--- src/rtl/brk_pkg.sv ---
package brk_pkg;
  typedef enum logic [1:0] {
    ST_IDLE = 2'd0,
    ST_PEND = 2'd1,
    ST_ACT  = 2'd2
  } brk_state_t;
endpackage

--- src/rtl/brk_regs.sv ---
module brk_regs #(
  parameter int AW   = 16,
  parameter int DW   = 8,
  parameter int SELW = 2
) (
  input  logic            clk,
  input  logic            rst_n,
  input  logic [SELW-1:0] reg_sel,
  input  logic            reg_wr,
  input  logic [DW-1:0]   reg_wdata,
  input  logic            brk_busy,
  output logic [DW-1:0]   reg_rdata,
  output logic [AW-1:0]   brk_addr,
  output logic            brk_en,
  output logic            sw_req
);
  localparam int NB      = AW / DW;
  localparam int EN_BIT  = DW - 1;
  localparam int ACT_BIT = DW - 2;
  localparam logic [SELW-1:0] CTRL_SEL = SELW'(NB);

  // One byte register per address byte; select code 0 is the most significant byte.
  for (genvar b = 0; b < NB; b++) begin : g_byte
    localparam logic [SELW-1:0] MY_SEL = SELW'(NB - 1 - b);
    logic          wr_en;
    logic [DW-1:0] byte_d;
    logic [DW-1:0] byte_q;

    assign wr_en = reg_wr && (reg_sel == MY_SEL);

    always_comb begin
      byte_d = byte_q;
      if (wr_en) byte_d = reg_wdata;
    end

    always_ff @(posedge clk or negedge rst_n) begin
      if (!rst_n) byte_q <= '0;
      else        byte_q <= byte_d;
    end

    assign brk_addr[b*DW +: DW] = byte_q;
  end

  logic ctrl_wr;
  logic en_d;
  logic en_q;

  assign ctrl_wr = reg_wr && (reg_sel == CTRL_SEL);

  always_comb begin
    en_d = en_q;
    if (ctrl_wr) en_d = reg_wdata[EN_BIT];
  end

  always_ff @(posedge clk or negedge rst_n) begin
    if (!rst_n) en_q <= 1'b0;
    else        en_q <= en_d;
  end

  assign brk_en = en_q;
  assign sw_req = ctrl_wr && reg_wdata[ACT_BIT];

  always_comb begin
    reg_rdata = '0;
    for (int i = 0; i < NB; i++) begin
      if (reg_sel == SELW'(i)) reg_rdata = brk_addr[(NB-1-i)*DW +: DW];
    end
    if (reg_sel == CTRL_SEL) begin
      reg_rdata[EN_BIT]  = en_q;
      reg_rdata[ACT_BIT] = brk_busy;
    end
  end
endmodule

--- src/rtl/brk_match.sv ---
module brk_match #(
  parameter int AW = 16,
  parameter int DW = 8
) (
  input  logic [AW-1:0] cpu_addr,
  input  logic [AW-1:0] brk_addr,
  input  logic          cpu_fetch,
  input  logic          brk_en,
  output logic          hit
);
  localparam int NB = AW / DW;

  logic [NB-1:0] byte_eq;

  // One byte-wide comparator per address byte.
  for (genvar b = 0; b < NB; b++) begin : g_cmp
    assign byte_eq[b] = (cpu_addr[b*DW +: DW] == brk_addr[b*DW +: DW]);
  end

  assign hit = brk_en && cpu_fetch && (&byte_eq);
endmodule

--- src/rtl/brk_ctrl.sv ---
module brk_ctrl
  import brk_pkg::*;
(
  input  logic clk,
  input  logic rst_n,
  input  logic hit,
  input  logic sw_req,
  input  logic insn_end,
  input  logic rti,
  output logic bkpt,
  output logic busy,
  output logic hold
);
  brk_state_t st_d;
  brk_state_t st_q;
  logic       bk_d;
  logic       bk_q;

  always_comb begin
    st_d = st_q;
    bk_d = 1'b0;
    unique case (st_q)
      ST_IDLE: if (hit || sw_req) st_d = ST_PEND;
      ST_PEND: if (insn_end) begin
        st_d = ST_ACT;
        bk_d = 1'b1;
      end
      ST_ACT:  if (rti) st_d = ST_IDLE;
      default: st_d = ST_IDLE;
    endcase
  end

  always_ff @(posedge clk or negedge rst_n) begin
    if (!rst_n) begin
      st_q <= ST_IDLE;
      bk_q <= 1'b0;
    end else begin
      st_q <= st_d;
      bk_q <= bk_d;
    end
  end

  assign bkpt = bk_q;
  assign busy = (st_q != ST_IDLE);
  assign hold = (st_q == ST_ACT);
endmodule

--- src/rtl/brk_unit.sv ---
module brk_unit #(
  parameter int          AW       = 16,
  parameter int          DW       = 8,
  parameter logic [15:0] VEC_NORM = 16'hFFFC,
  parameter logic [15:0] VEC_MON  = 16'hFEFC
) (
  input  logic          clk,
  input  logic          rst_n,
  input  logic [1:0]    reg_sel,
  input  logic          reg_wr,
  input  logic [DW-1:0] reg_wdata,
  output logic [DW-1:0] reg_rdata,
  input  logic [AW-1:0] cpu_addr,
  input  logic          cpu_fetch,
  input  logic          insn_end,
  input  logic          rti,
  input  logic          mon_mode,
  output logic          bkpt,
  output logic [15:0]   vec_addr,
  output logic          wdog_hold
);
  logic [AW-1:0] brk_addr;
  logic          brk_en;
  logic          sw_req;
  logic          hit;
  logic          busy;

  brk_regs #(.AW(AW), .DW(DW), .SELW(2)) u_regs (
    .clk(clk), .rst_n(rst_n), .reg_sel(reg_sel), .reg_wr(reg_wr),
    .reg_wdata(reg_wdata), .brk_busy(busy), .reg_rdata(reg_rdata),
    .brk_addr(brk_addr), .brk_en(brk_en), .sw_req(sw_req)
  );

  brk_match #(.AW(AW), .DW(DW)) u_match (
    .cpu_addr(cpu_addr), .brk_addr(brk_addr), .cpu_fetch(cpu_fetch),
    .brk_en(brk_en), .hit(hit)
  );

  brk_ctrl u_ctrl (
    .clk(clk), .rst_n(rst_n), .hit(hit), .sw_req(sw_req),
    .insn_end(insn_end), .rti(rti), .bkpt(bkpt), .busy(busy),
    .hold(wdog_hold)
  );

  assign vec_addr = mon_mode ? VEC_MON : VEC_NORM;
endmodule

--- config.mk ---
export PLATFORM = sky130hd
export DESIGN_NAME = brk_unit
export DESIGN_NICKNAME = d
export VERILOG_FILES = /design/src/rtl/brk_pkg.sv /design/src/rtl/brk_regs.sv /design/src/rtl/brk_match.sv /design/src/rtl/brk_ctrl.sv /design/src/rtl/brk_unit.sv
export SDC_FILE = /design/constraint.sdc
export NUM_CORES = 1
export LEC_CHECK = 0
export CAP_MARGIN = 20
export CELL_PAD_IN_SITES_DETAIL_PLACEMENT = 0
export CELL_PAD_IN_SITES_GLOBAL_PLACEMENT = 1
export CORE_ASPECT_RATIO = 0.9
export CORE_MARGIN = 10
export CORE_UTILIZATION = 50
export CTS_BUF_LIST = sky130_fd_sc_hd__clkbuf_8
export CTS_CLUSTER_DIAMETER = 150
export DETAILED_ROUTE_END_ITERATION = 8
export DONT_BUFFER_PORTS = 1
export PLACE_DENSITY = 0.95
export SLEW_MARGIN = 10
export SYNTH_ARGS = -nofsm -noshare
export SYNTH_HDL_FRONTEND = slang
export SYNTH_HIERARCHICAL = 1
export SYNTH_SLANG_ARGS = --single-unit
--- constraint.sdc ---
create_clock -name clk -period 3.7 [get_ports clk]
set_input_delay 0.555 -clock clk [delete_from_list [all_inputs] [get_ports clk]]
set_output_delay 0.555 -clock clk [all_outputs]
set_load 0.01 [all_outputs]
==> flow_summary.ini, run 1 <==
[pwr]
power.share.clock_pct = 22.7
power_mw = 0.604
internal-power_mw = 0.424
max-vdd-ir-drop_uv = 298
power_switching_mw = 0.180
p_per_area_mw_per_mm2 = 488
p_seq_share_pct = 51.6
p_comb_share_pct = 25.7
leakage_nw = 0.549
p_sw_share_pct = 29.8

[die]
start_util_pct = 51.4
die-area_mm2 = 0.00486
die_y_um = 67.1
rows = 17
fp.dieW_um = 72.4
io_pins = 59
core_mm2 = 0.00240

[finish]
fillers = 222
regArea_um2 = 500
postLayoutCellArea_mm2 = 0.00124
syn_to_final_growth_pct = 0.304
multi_input_area_um2 = 641
num_antenna_cells = 0
fin_nets = 143
final_util_pct = 51.5
drive_gt1_share_pct = 21.3
fin_cells = 136

[placement]
place_worst_setup_slack_ns = 1.82
place_congestion = 0.745
dp.cells = 132
dp_hpwl_mm = 2.25
place_area_mm2 = 0.00119
portBuffers = 0

[routing]
ant_nets = 0
route.detailed.drc = 0
wl_mm = 2.80
first_pass_iters = 3
drt-initial-drc-count = 16
routedWlPerCell_um = 20.6
vias = 707
viasPerCell = 5.20

[global_routing]
grt_pass1_wl_mm = 4.41
antenna_found_initial = 0
grt_pass1_vias = 850
grt_max_degree = 21
grt_overflow = 0
grtUsageTotal_pct = 11.4

[sta]
drv_slew = 0
fin_setup_tns_ns = 0
min_period_ns = 1.76
final.period_utilization_pct = 47.5
grt_setup_unrepaired = no
maxSlewHeadroom_pct = 38.9
holdWs_ns = 0.391
tightest_slew_ns = 0.913
setup_viol = 0
fin_worst_skew_ns = 0.00565
hold_viol = 0
fmax_ghz = 0.569
finalWorstSetupSlack_ns = 1.94

[logic_synthesis]
synth_top_area_share_pct = 40.5
avgSynthCellArea_um2 = 11.4
ys_top_cells_by_count = dfrtp_1 (20), mux2_2 (17), buf_4 (16)
ys_seq_elements = 20
yosys_warnings = 6
synthCells = 108
syn_area_mm2 = 0.00123
yosysSeqAreaShare_pct = 40.5
synthTopCellsByArea = dfrtp_1 (41%), mux2_2 (16%), buf_4 (9.7%)
synthDistinctLibCells = 24
synth-async-reset-ratio_pct = 100
synth_most_common_cell = dfrtp_1
synth_edf_count = 0
ys.flop_type = dfrtp_1
yosysTopAreaCell = dfrtp_1

[critical_path]
endpoint_kind = register
critPathMaxFanout = 3
crit_chain = xnor2_1, nand4_1, or4_1, nor4_2, nor3_1, a211oi_1
cp-start-kind = register
required_ns = 3.86
rr_endpoint = u_ctrl/st_q[0]
critPathSlowestCell = or4_1
max_stage_delay_ns = 0.55
reg2regPathDepth = 6
timing.critical_path.from = u_regs/g_byte[0].byte_q[2]
critical_path_class = reg2reg
crit_arrival_ns = 1.92
rr_startpoint = u_regs/g_byte[0].byte_q[2]
cp_top_family = simple AND/OR/NAND/NOR gates
cp_num_cells = 6
path_buf_inv = 0
r2r_slack_ns = 1.94

[clock_network]
cts_buffers = 3
htree_levels = 1
clk_latency_ns = 0.25
clk_path_buf_depth = 2
cts.sink_count = 20
cts_resized = 0
cts.reportedPaths.clkPinSlew_ns = 0.07
ctsHoldBuffers = 1
cts_tree = yes
cts_root_buf = clkbuf_8
cts_setup_buffers = 0

[status]
status = finished, final reports clean

[hold_path]
hp-start = insn_end
hold_path.class = in2reg
min_to = u_ctrl/st_q[0]
min_path_cells = 1

[run]
maxCapViolCount = 0
==> flip-flops by register name (all words and copies together) (netlist names) <==
register              cells
u_regs/g_byte.byte_q     16
u_ctrl/bkpt               1
u_regs/brk_en             1
u_ctrl/st_q               2
==> logic make-up after synthesis <==
group / after synthesis / synth area share [%]
multiplexers: 25 / 22.0
AND/OR/NAND/NOR: 21 / 11.3
flip-flops: 20 / 40.5
buffers and inverters: 20 / 11.6
XOR/XNOR: 16 / 11.3
AO/OA/AOI/OAI: 4 / 2.63
other: 2 / 0.608
==> power by group through the flow <==
stage / logic, mW / registers [mW] / clock network (mW)
final: 0.156 / 0.312 / 0.137
after global routing: 0.175 / 0.320 / 0.148
after CTS: 0.158 / 0.312 / 0.141
after detailed placement: 0.151 / 0.317 / 0
after global placement: 0.147 / 0.313 / 0
after floorplan: 0.150 / 0.304 / 0
==> placed cells by master (no fill, tap or decap) <==
cell,netlist,layout
dfrtp_1,20,20
mux2_2,17,17
conb_1,2,15
xnor2_1,13,13
mux2i_1,8,8
nor2_1,7,7
inv_1,3,3
clkbuf_8,0,3
xor2_1,3,3
nand4_1,3,3
nor2b_1,2,2
o2bb2ai_1,2,2
dlygate4sd3_1,0,1
or2_1,1,1
and3b_1,1,1
nor3_1,1,1
a211oi_1,1,1
a21o_1,1,1
nand3_1,1,1
or4_1,1,1
nor4_2,1,1
nand3b_1,1,1
nor3b_4,1,1
nand3b_2,1,1
==> routing by layer <==
| metal | track usage [%] | share of wire (%) |
|---|---|---|
| met2 | 19.1 | 51 |
| met5 | 0 | 0 |
| met1 | 12.4 | 36 |
| met4 | 2.13 | 0 |
| met3 | 6.73 | 14 |
==> layout make-up <==
| class | instances | share of cell area [%] |
|---|---|---|
| repair buffers | 1 | 0.808 |
| clock buffers | 3 | 3.33 |
| inverters | 3 | 0.909 |
| multi-input cells | 81 | 51.7 |
| flip-flops and latches | 20 | 40.4 |
| well taps | 28 | 2.83 |
==> worst max-delay path by stage <==
stage	endpoint
global placement	u_ctrl/st_q[0]
detailed placement	u_ctrl/st_q[0]
CTS	u_ctrl/st_q[0]
finish	u_ctrl/st_q[0]
global route	u_ctrl/st_q[0]
floorplan	u_ctrl/st_q[0]
(Power assumes the default switching activity.)
==> run 2: changes to the inputs <==
CORE_UTILIZATION = 48   (was 50)
PLACE_DENSITY = 0.92   (was 0.95)
clock period = 1.65 ns   (was 3.7 ns; I/O delays follow)
==> flow_summary.ini, run 2 (synthesized netlist as in run 1, its figures left out) <==
[placement]
place_area_mm2 = 0.00122
portBuffers = 0
dp_hpwl_mm = 2.27
dp.cells = 137
place_worst_setup_slack_ns = -0.0987
place_congestion = 0.759

[critical_path]
crit_chain = xnor2_1, nand3_1, or4_4, nor4_4, nor3_1, a211oi_1
crit_arrival_ns = 1.83
path_buf_inv = 0
critPathSlowestCell = or4_4
cp-start-kind = register
endpoint_kind = register
cp_top_family = simple AND/OR/NAND/NOR gates
critical_path_class = reg2reg
critPathMaxFanout = 3
required_ns = 1.81
max_stage_delay_ns = 0.54

[sta]
fin_worst_skew_ns = 0.00158
maxSlewHeadroom_pct = 40.8
final.period_utilization_pct = 102
tightest_slew_ns = 0.885
grt_setup_unrepaired = yes
fmax_ghz = 0.596
hold_viol = 0
drv_slew = 0
finalWorstSetupSlack_ns = -0.0279
min_period_ns = 1.68
setup_viol = 1

[status]
status = finished with violations
violations = negative setup slack

[finish]
top_regs = u_regs/g_byte.byte_q (16), u_ctrl/st_q (2)
layout_common_cells = dfrtp_1 (20), mux2_2 (17), conb_1 (15), xnor2_1 (10), mux2i_1 (8)
drive_gt1_share_pct = 28.3
postLayoutCellArea_mm2 = 0.00131
fin_cells = 141
final_common_cell = dfrtp_1
largest_reg_flops = 16
syn_to_final_growth_pct = 6.18
final_util_pct = 53.6
num_antenna_cells = 0
fin_nets = 148
largest-register = u_regs/g_byte.byte_q

[die]
die-area_mm2 = 0.00500
rows = 17
die_y_um = 68.1
fp.dieW_um = 73.5
core_mm2 = 0.00245
io_pins = 59
start_util_pct = 50.5

[clock_network]
cts_root_buf = clkbuf_8
clk_latency_ns = 0.25
cts_tree = yes
cts_buffers = 3
cts.sink_count = 20
cts.reportedPaths.clkPinSlew_ns = 0.07
clk_path_buf_depth = 2
htree_levels = 1

[routing]
first_pass_iters = 3
routedWlPerCell_um = 19.5
wl_mm = 2.75
route.detailed.drc = 0
drt-initial-drc-count = 9
ant_nets = 0
vias = 726
viasPerCell = 5.15

[pwr]
leakage_nw = 0.595
p_per_area_mw_per_mm2 = 1070
max-vdd-ir-drop_uv = 647
power_mw = 1.40

[global_routing]
top_usage_layer = met2
grt_max_degree = 21
grt_pass1_wl_mm = 4.21
antenna_found_initial = 0
grt_overflow = 0
grtUsageMet2_pct = 17.1
grt_pass1_vias = 823
grtUsageMet3_pct = 6.65
grtUsageTotal_pct = 10.9
gr-usage-met1_pct = 12.3

[run]
maxCapViolCount = 0

[hold_path]
hold_path.class = in2reg
-- run 2: changes by cell type in the layout (fill, tap and decap cells not counted) --
| cell | change |
|---|---|
| or4_4 | +1 |
| nor4_4 | +1 |
| xnor2_1 | -3 |
| or4_1 | -1 |
| xnor2_2 | +3 |
| buf_4 | +5 |
| nor4_2 | -1 |
-- run 2: report_power, final --
group	internal, mW	leakage [nW]	switching [mW]
registers	0.598	0.241	0.0972
logic	0.229	0.332	0.179
clock network	0.162	0.0216	0.138
total	0.989	0.595	0.414
-- run 2: worst register-to-register path: stages (launching register included) --
cell	delay, ns
dfrtp_1	0.40
xnor2_1	0.16
nand3_1	0.12
or4_4	0.54
nor4_4	0.13
nor3_1	0.07
a211oi_1	0.17
-- run 2: stage by stage --
step	hold slack, ns	TNS [ns]
floorplan	-0.0481	0
global placement	-0.0474	-0.0505
detailed placement	-0.0474	-0.0987
CTS	0.0824	-0.0968
global route	0.0843	-0.132
finish	0.0938	-0.0279
-- run 2: per-layer routing --
| layer | wire (um) | share of wire (%) |
|---|---|---|
| met3 | 354 | 13 |
| met5 | 0 | 0 |
| met2 | 1290 | 47 |
| met1 | 1100 | 40 |
| met4 | 4 | 0.15 |
-- run 2: path summary, 6_finish.rpt --
path | from | endpoint | depth (start not counted) | slack (ns)
setup reg to reg | u_regs/g_byte[0].byte_q[6] | u_ctrl/st_q[0] | 6 | -0.03
max in group asynchronous | rst_n | u_ctrl/bkpt | 1 | 0.54
setup / recovery | u_regs/g_byte[0].byte_q[6] | u_ctrl/st_q[0] | 6 | -0.03
min in group asynchronous | rst_n | u_regs/g_byte[0].byte_q[5] | 1 | 0.57
hold reg to reg | u_ctrl/st_q[1] | u_ctrl/st_q[0] | 1 | 0.49
hold / removal | insn_end | u_ctrl/st_q[0] | 1 | 0.09
-- run 2: cell type report --
class,instances,area [um^2]
timing repair buffer,6,47.5
clock buffer,3,41.3
multi-input combinational,81,676
tap,28,35.0
sequential,20,500
inverter,3,11.3
fill,223,1130
-- run 2: what timing repair did --
action	4_1_cts	5_1_grt
resized for setup	0	5
endpoints found under the setup margin	1	1
buffers inserted	0	0
pin swaps	2	5
endpoints found under the hold margin	20	0
hold buffers	1	0
